--- src/rtl/subcmp_pkg.sv ---
package subcmp_pkg;

  typedef enum logic {
    OP_SUB = 1'b0,
    OP_CMP = 1'b1
  } sc_op_e;

  typedef struct packed {
    logic c;
    logic z;
    logic s;
    logic o;
    logic a;
    logic p;
  } sc_flags_t;

  localparam int unsigned NIBBLE_W = 4;
  localparam int unsigned PARITY_W = 8;

endpackage

--- src/rtl/subcmp_operand_sel.sv ---
module subcmp_operand_sel #(
  parameter int unsigned DATA_W = 8,
  parameter int unsigned IMM_W  = 4
) (
  input  logic              use_imm,
  input  logic [DATA_W-1:0] reg_b,
  input  logic [IMM_W-1:0]  imm_b,
  output logic [DATA_W-1:0] b_out
);

  localparam int unsigned EXT_W = (DATA_W > IMM_W) ? DATA_W - IMM_W : 1;

  logic [DATA_W-1:0] imm_ext;

  generate
    if (DATA_W > IMM_W) begin : g_extend
      logic [EXT_W-1:0] fill;
      assign fill    = {EXT_W{imm_b[IMM_W-1]}};
      assign imm_ext = {fill, imm_b};
    end else begin : g_trunc
      assign imm_ext = imm_b[DATA_W-1:0];
    end
  endgenerate

  assign b_out = use_imm ? imm_ext : reg_b;

endmodule

--- src/rtl/subcmp_subtractor.sv ---
module subcmp_subtractor #(
  parameter int unsigned DATA_W = 8
) (
  input  logic [DATA_W-1:0] a,
  input  logic [DATA_W-1:0] b,
  output logic [DATA_W-1:0] diff,
  output logic              borrow_out,
  output logic              nib_borrow
);
  import subcmp_pkg::*;

  localparam int unsigned NIBS = DATA_W / NIBBLE_W;

  logic [NIBS:0] brw;
  assign brw[0] = 1'b0;

  for (genvar g = 0; g < NIBS; g++) begin : g_nib
    logic [NIBBLE_W:0] t;
    assign t = {1'b0, a[g*NIBBLE_W +: NIBBLE_W]}
             - {1'b0, b[g*NIBBLE_W +: NIBBLE_W]}
             - {{NIBBLE_W{1'b0}}, brw[g]};
    assign diff[g*NIBBLE_W +: NIBBLE_W] = t[NIBBLE_W-1:0];
    assign brw[g+1] = t[NIBBLE_W];
  end

  assign borrow_out = brw[NIBS];
  assign nib_borrow = brw[1];

endmodule

--- src/rtl/subcmp_flag_gen.sv ---
module subcmp_flag_gen #(
  parameter int unsigned DATA_W = 8
) (
  input  logic                  a_msb,
  input  logic                  b_msb,
  input  logic [DATA_W-1:0]     diff,
  input  logic                  borrow,
  input  logic                  nib_borrow,
  output subcmp_pkg::sc_flags_t flags
);
  import subcmp_pkg::*;

  always_comb begin
    flags.c = borrow;
    flags.z = (diff == '0);
    flags.s = diff[DATA_W-1];
    flags.o = (a_msb ^ b_msb) & (diff[DATA_W-1] ^ a_msb);
    flags.a = nib_borrow;
    flags.p = ~^diff[PARITY_W-1:0];
  end

endmodule

--- src/rtl/subcmp_flag_unit.sv ---
module subcmp_flag_unit #(
  parameter int unsigned DATA_W = 8,
  parameter int unsigned IMM_W  = 4
) (
  input  logic              clk,
  input  logic              rst,
  input  logic              op_valid,
  input  logic              op_is_cmp,
  input  logic              src_is_imm,
  input  logic [DATA_W-1:0] opa,
  input  logic [DATA_W-1:0] opb_reg,
  input  logic [IMM_W-1:0]  opb_imm,
  output logic [DATA_W-1:0] acc,
  output logic              flag_c,
  output logic              flag_z,
  output logic              flag_s,
  output logic              flag_o,
  output logic              flag_a,
  output logic              flag_p
);
  import subcmp_pkg::*;

  logic [DATA_W-1:0] b_sel;
  logic [DATA_W-1:0] diff;
  logic              borrow, nib_borrow;
  sc_flags_t         flags_nxt, flags_q;
  sc_op_e            op_kind;

  assign op_kind = sc_op_e'(op_is_cmp);

  subcmp_operand_sel #(.DATA_W(DATA_W), .IMM_W(IMM_W)) u_sel (
    .use_imm (src_is_imm),
    .reg_b   (opb_reg),
    .imm_b   (opb_imm),
    .b_out   (b_sel)
  );

  subcmp_subtractor #(.DATA_W(DATA_W)) u_sub (
    .a          (opa),
    .b          (b_sel),
    .diff       (diff),
    .borrow_out (borrow),
    .nib_borrow (nib_borrow)
  );

  subcmp_flag_gen #(.DATA_W(DATA_W)) u_flags (
    .a_msb      (opa[DATA_W-1]),
    .b_msb      (b_sel[DATA_W-1]),
    .diff       (diff),
    .borrow     (borrow),
    .nib_borrow (nib_borrow),
    .flags      (flags_nxt)
  );

  always_ff @(posedge clk) begin
    if (rst) begin
      acc     <= '0;
      flags_q <= '0;
    end else if (op_valid) begin
      flags_q <= flags_nxt;
      if (op_kind == OP_SUB) acc <= diff;
    end
  end

  assign flag_c = flags_q.c;
  assign flag_z = flags_q.z;
  assign flag_s = flags_q.s;
  assign flag_o = flags_q.o;
  assign flag_a = flags_q.a;
  assign flag_p = flags_q.p;

endmodule

--- config.mk ---
export PLATFORM = sky130hd
export DESIGN_NAME = subcmp_flag_unit
export DESIGN_NICKNAME = d
export VERILOG_FILES = /design/src/rtl/subcmp_pkg.sv /design/src/rtl/subcmp_operand_sel.sv /design/src/rtl/subcmp_subtractor.sv /design/src/rtl/subcmp_flag_gen.sv /design/src/rtl/subcmp_flag_unit.sv
export SDC_FILE = /design/constraint.sdc
export NUM_CORES = 1
export LEC_CHECK = 0
export BUFFER_PORTS_ARGS = -buffer_cell sky130_fd_sc_hd__buf_2
export CORE_MARGIN = 5
export CORE_UTILIZATION = 44
export DETAILED_ROUTE_END_ITERATION = 10
export HOLD_SLACK_MARGIN = 0.03
export PLACE_DENSITY = 0.84
export SETUP_SLACK_MARGIN = 0.2
export SLEW_MARGIN = 40
export SYNTH_ARGS = -nofsm -noshare
export SYNTH_HDL_FRONTEND = slang
export SYNTH_SLANG_ARGS = --single-unit
--- constraint.sdc ---
create_clock -name clk -period 4.2 [get_ports clk]
set_input_delay 0.42 -clock clk [delete_from_list [all_inputs] [get_ports clk]]
set_output_delay 0.42 -clock clk [all_outputs]
set_load 0.01 [all_outputs]
-- Word-level counts from Yosys, hierarchy flattened
Index checks and enable logic that the tools add are counted.
- reduce and logical (&&, ||, !) cells: 3
- bitwise gates (word level): 4
- mux-type cells: 1
- $add $sub $neg: 3
- operators by type and width (cell ; number):
    subtractor 4 x 4 -> 5 bit ; 2
    logical NOT 8 bit ; 1
    two-way mux 8 bit ; 1
    XNOR reduction 8 bit ; 1
    subtractor 5 x 1 -> 5 bit ; 1
    AND reduction 2 bit ; 1
    XOR 1 bit ; 2
    AND 1 bit ; 1
    inverter 1 bit ; 1
- output and inout port bits: 14
- input port bits: 25
- flip-flop bits (word level): 14

-- Logic depth before layout (Yosys ltp)
- depth in word-level cells: 5
- gate-level depth with buffers: 18
- mapped depth without buffers: 17

-- Hierarchy
From an unflattened synthesis, not the netlist that was laid out.
- cell total of the unflattened synthesis: 129
- area total of the unflattened synthesis: 1246.2 µm²
- modules (own cells, without submodules) (module ; area each (µm²) ; cells each ; times used ; sequential area each (µm²)):
    subcmp_flag_unit ; 601.8 ; 54 ; 1 ; 280.3
    subcmp_subtractor ; 359.1 ; 44 ; 1 ; 0.0
    subcmp_flag_gen ; 153.9 ; 22 ; 1 ; 0.0
    subcmp_operand_sel ; 131.4 ; 9 ; 1 ; 0.0

-- Worst setup path before layout
No wires, ideal clock.
- path kind: input port to flip-flop
- start point: input port src_is_imm
- end point: register flags_q (netlist bit flag_p)
- setup time: 0.128 ns
- path slack: 0.186 ns
- arrival time: 3.886 ns
- stages: 18
- required time: 4.072 ns
- cell sequence: clkbuf_1 -> mux2_2 -> ha_1 -> inv_1 -> fa_1 -> a21o_1 -> a21o_1 -> fa_1 -> inv_1 -> ha_1 -> o21a_1 -> o21ai_0 -> nand2_1 -> ha_1 -> xnor2_1 -> xnor2_1 -> mux2i_1 -> nor2_1
- cells in the longest elaborated chain, start to end: 4
- RTL lines (what ; RTL line ; RTL):
    start, declared ; subcmp_flag_unit.sv:9 ; input logic src_is_imm,
    two-way mux 8 bit (*) ; subcmp_operand_sel.sv:25 ; assign b_out = use_imm ? imm_ext : reg_b;
    subtractor 4 x 4 -> 5 bit ; subcmp_subtractor.sv:20 ; - {1'b0, b[g*NIBBLE_W +: NIBBLE_W]}
    subtractor 5 x 1 -> 5 bit ; subcmp_subtractor.sv:21 ; - {{NIBBLE_W{1'b0}}, brw[g]};
    XNOR reduction 8 bit (*) ; subcmp_flag_gen.sv:19 ; flags.p = ~^diff[PARITY_W-1:0];
    end signal, assigned ; subcmp_flag_unit.sv:60 ; flags_q <= flags_nxt;
    end, declared ; subcmp_flag_unit.sv:26 ; sc_flags_t flags_nxt, flags_q;
Mark *: on every way between the ends. The rest lies on a longest branch, timed or not.
A chain may end at the register's enable or synchronous reset.

-- Worst setup path after layout
Same ends and word-level chain as after synthesis.

==> impl_metrics.yaml <==
global_route:
  grt-ovfl-total: 0
  antenna_found_initial: 0
  grt_pass1_wl_um: 4000
  groute.usage.overall_pct: 14.9
  grt_pass1_vias: 1012
  grt_max_degree: 19
pwr:
  pwr-share-comb_pct: 49.0
  seq_power_share_pct: 34.4
  power.switching_mw: 0.158
  p_leak_nw: 0.660
  clockPowerShare_pct: 16.6
  power_mw: 0.444
  netSwitchingFraction_pct: 35.7
  vdd_drop_max_mv: 0.150
  p_per_area_nw_per_um2: 347
  intPower_mw: 0.286
floorplanning:
  dieHeight_um: 58.8
  io_pins: 39
  rows: 17
  dieArea_sq_um: 3460
  start_util_pct: 46.9
  die_x_um: 58.8
  core_sq_um: 2230
logic_synthesis:
  syn-cell-area_sq_um: 1050
  ys_ff_latch: 14
  ys.flop_type: "dfxtp_1"
  synth.area.top_cells: "dfxtp_1 27%, ha_1 17%, xnor2_1 6.7%"
  syn_avg_cell_area_sq_um: 8.74
  asyncSetResetFlopFracSynth_pct: 0
  synth_top_area_share_pct: 26.7
  synth.largest_area_cell: "dfxtp_1"
  syn-instance-count: 120
  synth_nets: 162
  synth_edf_count: 0
  ys_types: 32
  ys_warn_count: 0
  ys_seq_area_share_pct: 26.7
worst_setup_path:
  critPathCaptureType: "flip-flop"
  path_class: "primary input to flip-flop"
  slowest_delay_ps: 520
  worstPathArrival_ps: 3970
  cp_slowest_cell: "fa_1"
  start_kind: "primary input"
  worstPathMaxFanout: 9
  crit_chain: "buf_2 -> mux2_2 -> ha_1 -> inv_1 -> fa_1 -> a21o_1 -> a21o_1 -> fa_1 -> inv_1 -> ha_1 -> o21a_1 -> or3_4 -> nand2_1 -> ha_1 -> xnor2_1 -> xnor2_1 -> mux2i_1 -> nor2_1"
  crit_top_cell: "ha_1"
  worstPathRequired_ps: 4360
clock_tree:
  cts.sinks: 14
  cts_max_path_buffers: 2
  post-cts-setup-buffer-count: 0
  htree_levels: 1
  clock_tree.root_cell: "clkbuf_4"
  clkTransAtPathRegs_ps: 80
  tritoncts: "done"
  cts_buffers: 3
  clkLatencyLatePin_ps: 270
detailed_routing:
  first_pass_iters: 4
  ant_nets: 0
  wire_per_inst_um: 12.7
  routed-via-count: 964
  dr.first_iter.drc_count: 5
  avgViaCountPerCell: 5.21
  drc: 0
  drt_wl_total_um: 2350
timing:
  rsz0062_at_grt: "false"
  maxSlewHeadroom_pct: 70.7
  setup_viol: 0
  hold_ws_ps: 440
  fin_setup_tns_ps: 0
  clock_skew_ps: 0
  min_period_ps: 3810
  maxSlewViolCount: 0
  finalHoldViolCount: 0
  fmax_ghz: 0.262
  tightest_slew_ps: 439
  period_share_pct: 90.8
finish:
  final_cell_mix: "38 x buf_2, 14 x ha_1, 14 x dfxtp_1"
  fin_nets: 201
  final_cells: 185
  area_growth_pct: 22.1
  drive_gt1_share_pct: 28.7
  final_common_cell: "buf_2"
  num_antenna_cells: 0
outcome:
  status: "finished clean"
place:
  place_congestion: 0.745
  placedCellCount: 182
  hpwl_um: 2080
  portBuffers: 38
hold_path:
  hold_path_class: "primary input to flip-flop"
run:
  maxCapViolCount: 0
## cell usage after synthesis, types with 2 or more instances
library cell  instances
a211oi_1              6
a21o_1                2
a21oi_1               7
clkbuf_1              2
dfxtp_1              14
fa_1                  3
ha_1                 14
inv_1                13
mux2i_1               6
nand2_1               9
nand2b_1              2
nand3_1               2
nand3b_1              2
nor2_1                9
nor4_1                2
o21ai_0               4
xnor2_1               8
## area by class of cell
| type | count | area (sq um) |
|---|---|---|
| clock buffer | 3 | 22.5 |
| tap | 28 | 35.0 |
| timing repair buffer | 39 | 198 |
| sequential | 14 | 280 |
| multi-input combinational | 88 | 696 |
| fill | 211 | 953 |
| inverter | 13 | 48.8 |
## layer usage
| metal | vias to the layer above | part of all wire (%) | global-route usage [%] |
|---|---|---|---|
| li1 | 487 | - | - |
| met1 | 444 | 40 | 15.9 |
| met2 | 31 | 53 | 27.0 |
| met3 | 2 | 6.1 | 2.85 |
| met4 | 0 | 1.0 | 8.41 |
| met5 | - | 0 | 0 |
## final timing paths
path	slack, ps	endpoint	cells past startpoint	start
worst min register to register	450	acc[7]	2	acc[7]
worst max-delay path	390	flag_p	18	src_is_imm
worst min-delay path	440	flag_c	2	op_valid
worst max register to register	3430	flag_o	2	flag_o
## power by group through the flow
stage               Sequential (mW)  Clock, mW  Combinational, mW
finish                        0.153     0.0738              0.217
global route                  0.154     0.0838              0.242
CTS                           0.153     0.0732              0.218
detailed placement            0.156          0              0.218
global placement              0.155          0              0.203
floorplan                     0.162          0              0.150
## state kept, by name, summed over array words and instances (netlist names)
signal and cells:
flag_z 1, flag_s 1, flag_c 1, flag_o 1, acc 8, flag_a 1, flag_p 1
## critical path, delay by kind of cell
kind / cells / cell delay, ps
muxes: 2 / 400
buffers and inverters: 3 / 270
xor gates and xnor gates: 2 / 330
adders and majority gates: 5 / 1490
and+or+nand+nor: 3 / 510
AOI/OAI and AO/OA: 3 / 560
## cell families (layout without fill, tap and decap cells)
logic type	Yosys count	after routing	synth area share, %
buffers and inverters	18	55	6.92
flip-flops	14	14	26.7
adder cells (fa/ha/maj)	17	17	22.4
AND/OR/NAND/NOR	33	33	16.1
AO/OA/AOI/OAI	23	23	14.3
XOR/XNOR	8	8	6.68
multiplexers	7	7	6.80
## per-stage QoR
| stage | instance area (sq um) | util [%] | setup slack [ps] |
|---|---|---|---|
| after CTS | 1280 | 57.3 | 394 |
| after global placement | 1260 | 56.3 | 285 |
| final | 1280 | 57.3 | 387 |
| after global routing | 1280 | 57.3 | 200 |
| after floorplan | 1050 | - | 313 |
| after detailed placement | 1260 | 56.3 | 99.6 |
## timing repair
action,CTS,global route
gates resized for setup,0,1
hold buffers,0,0
endpoints found under the setup margin,0,1
Note: power is estimated with default switching activity, not from simulation.
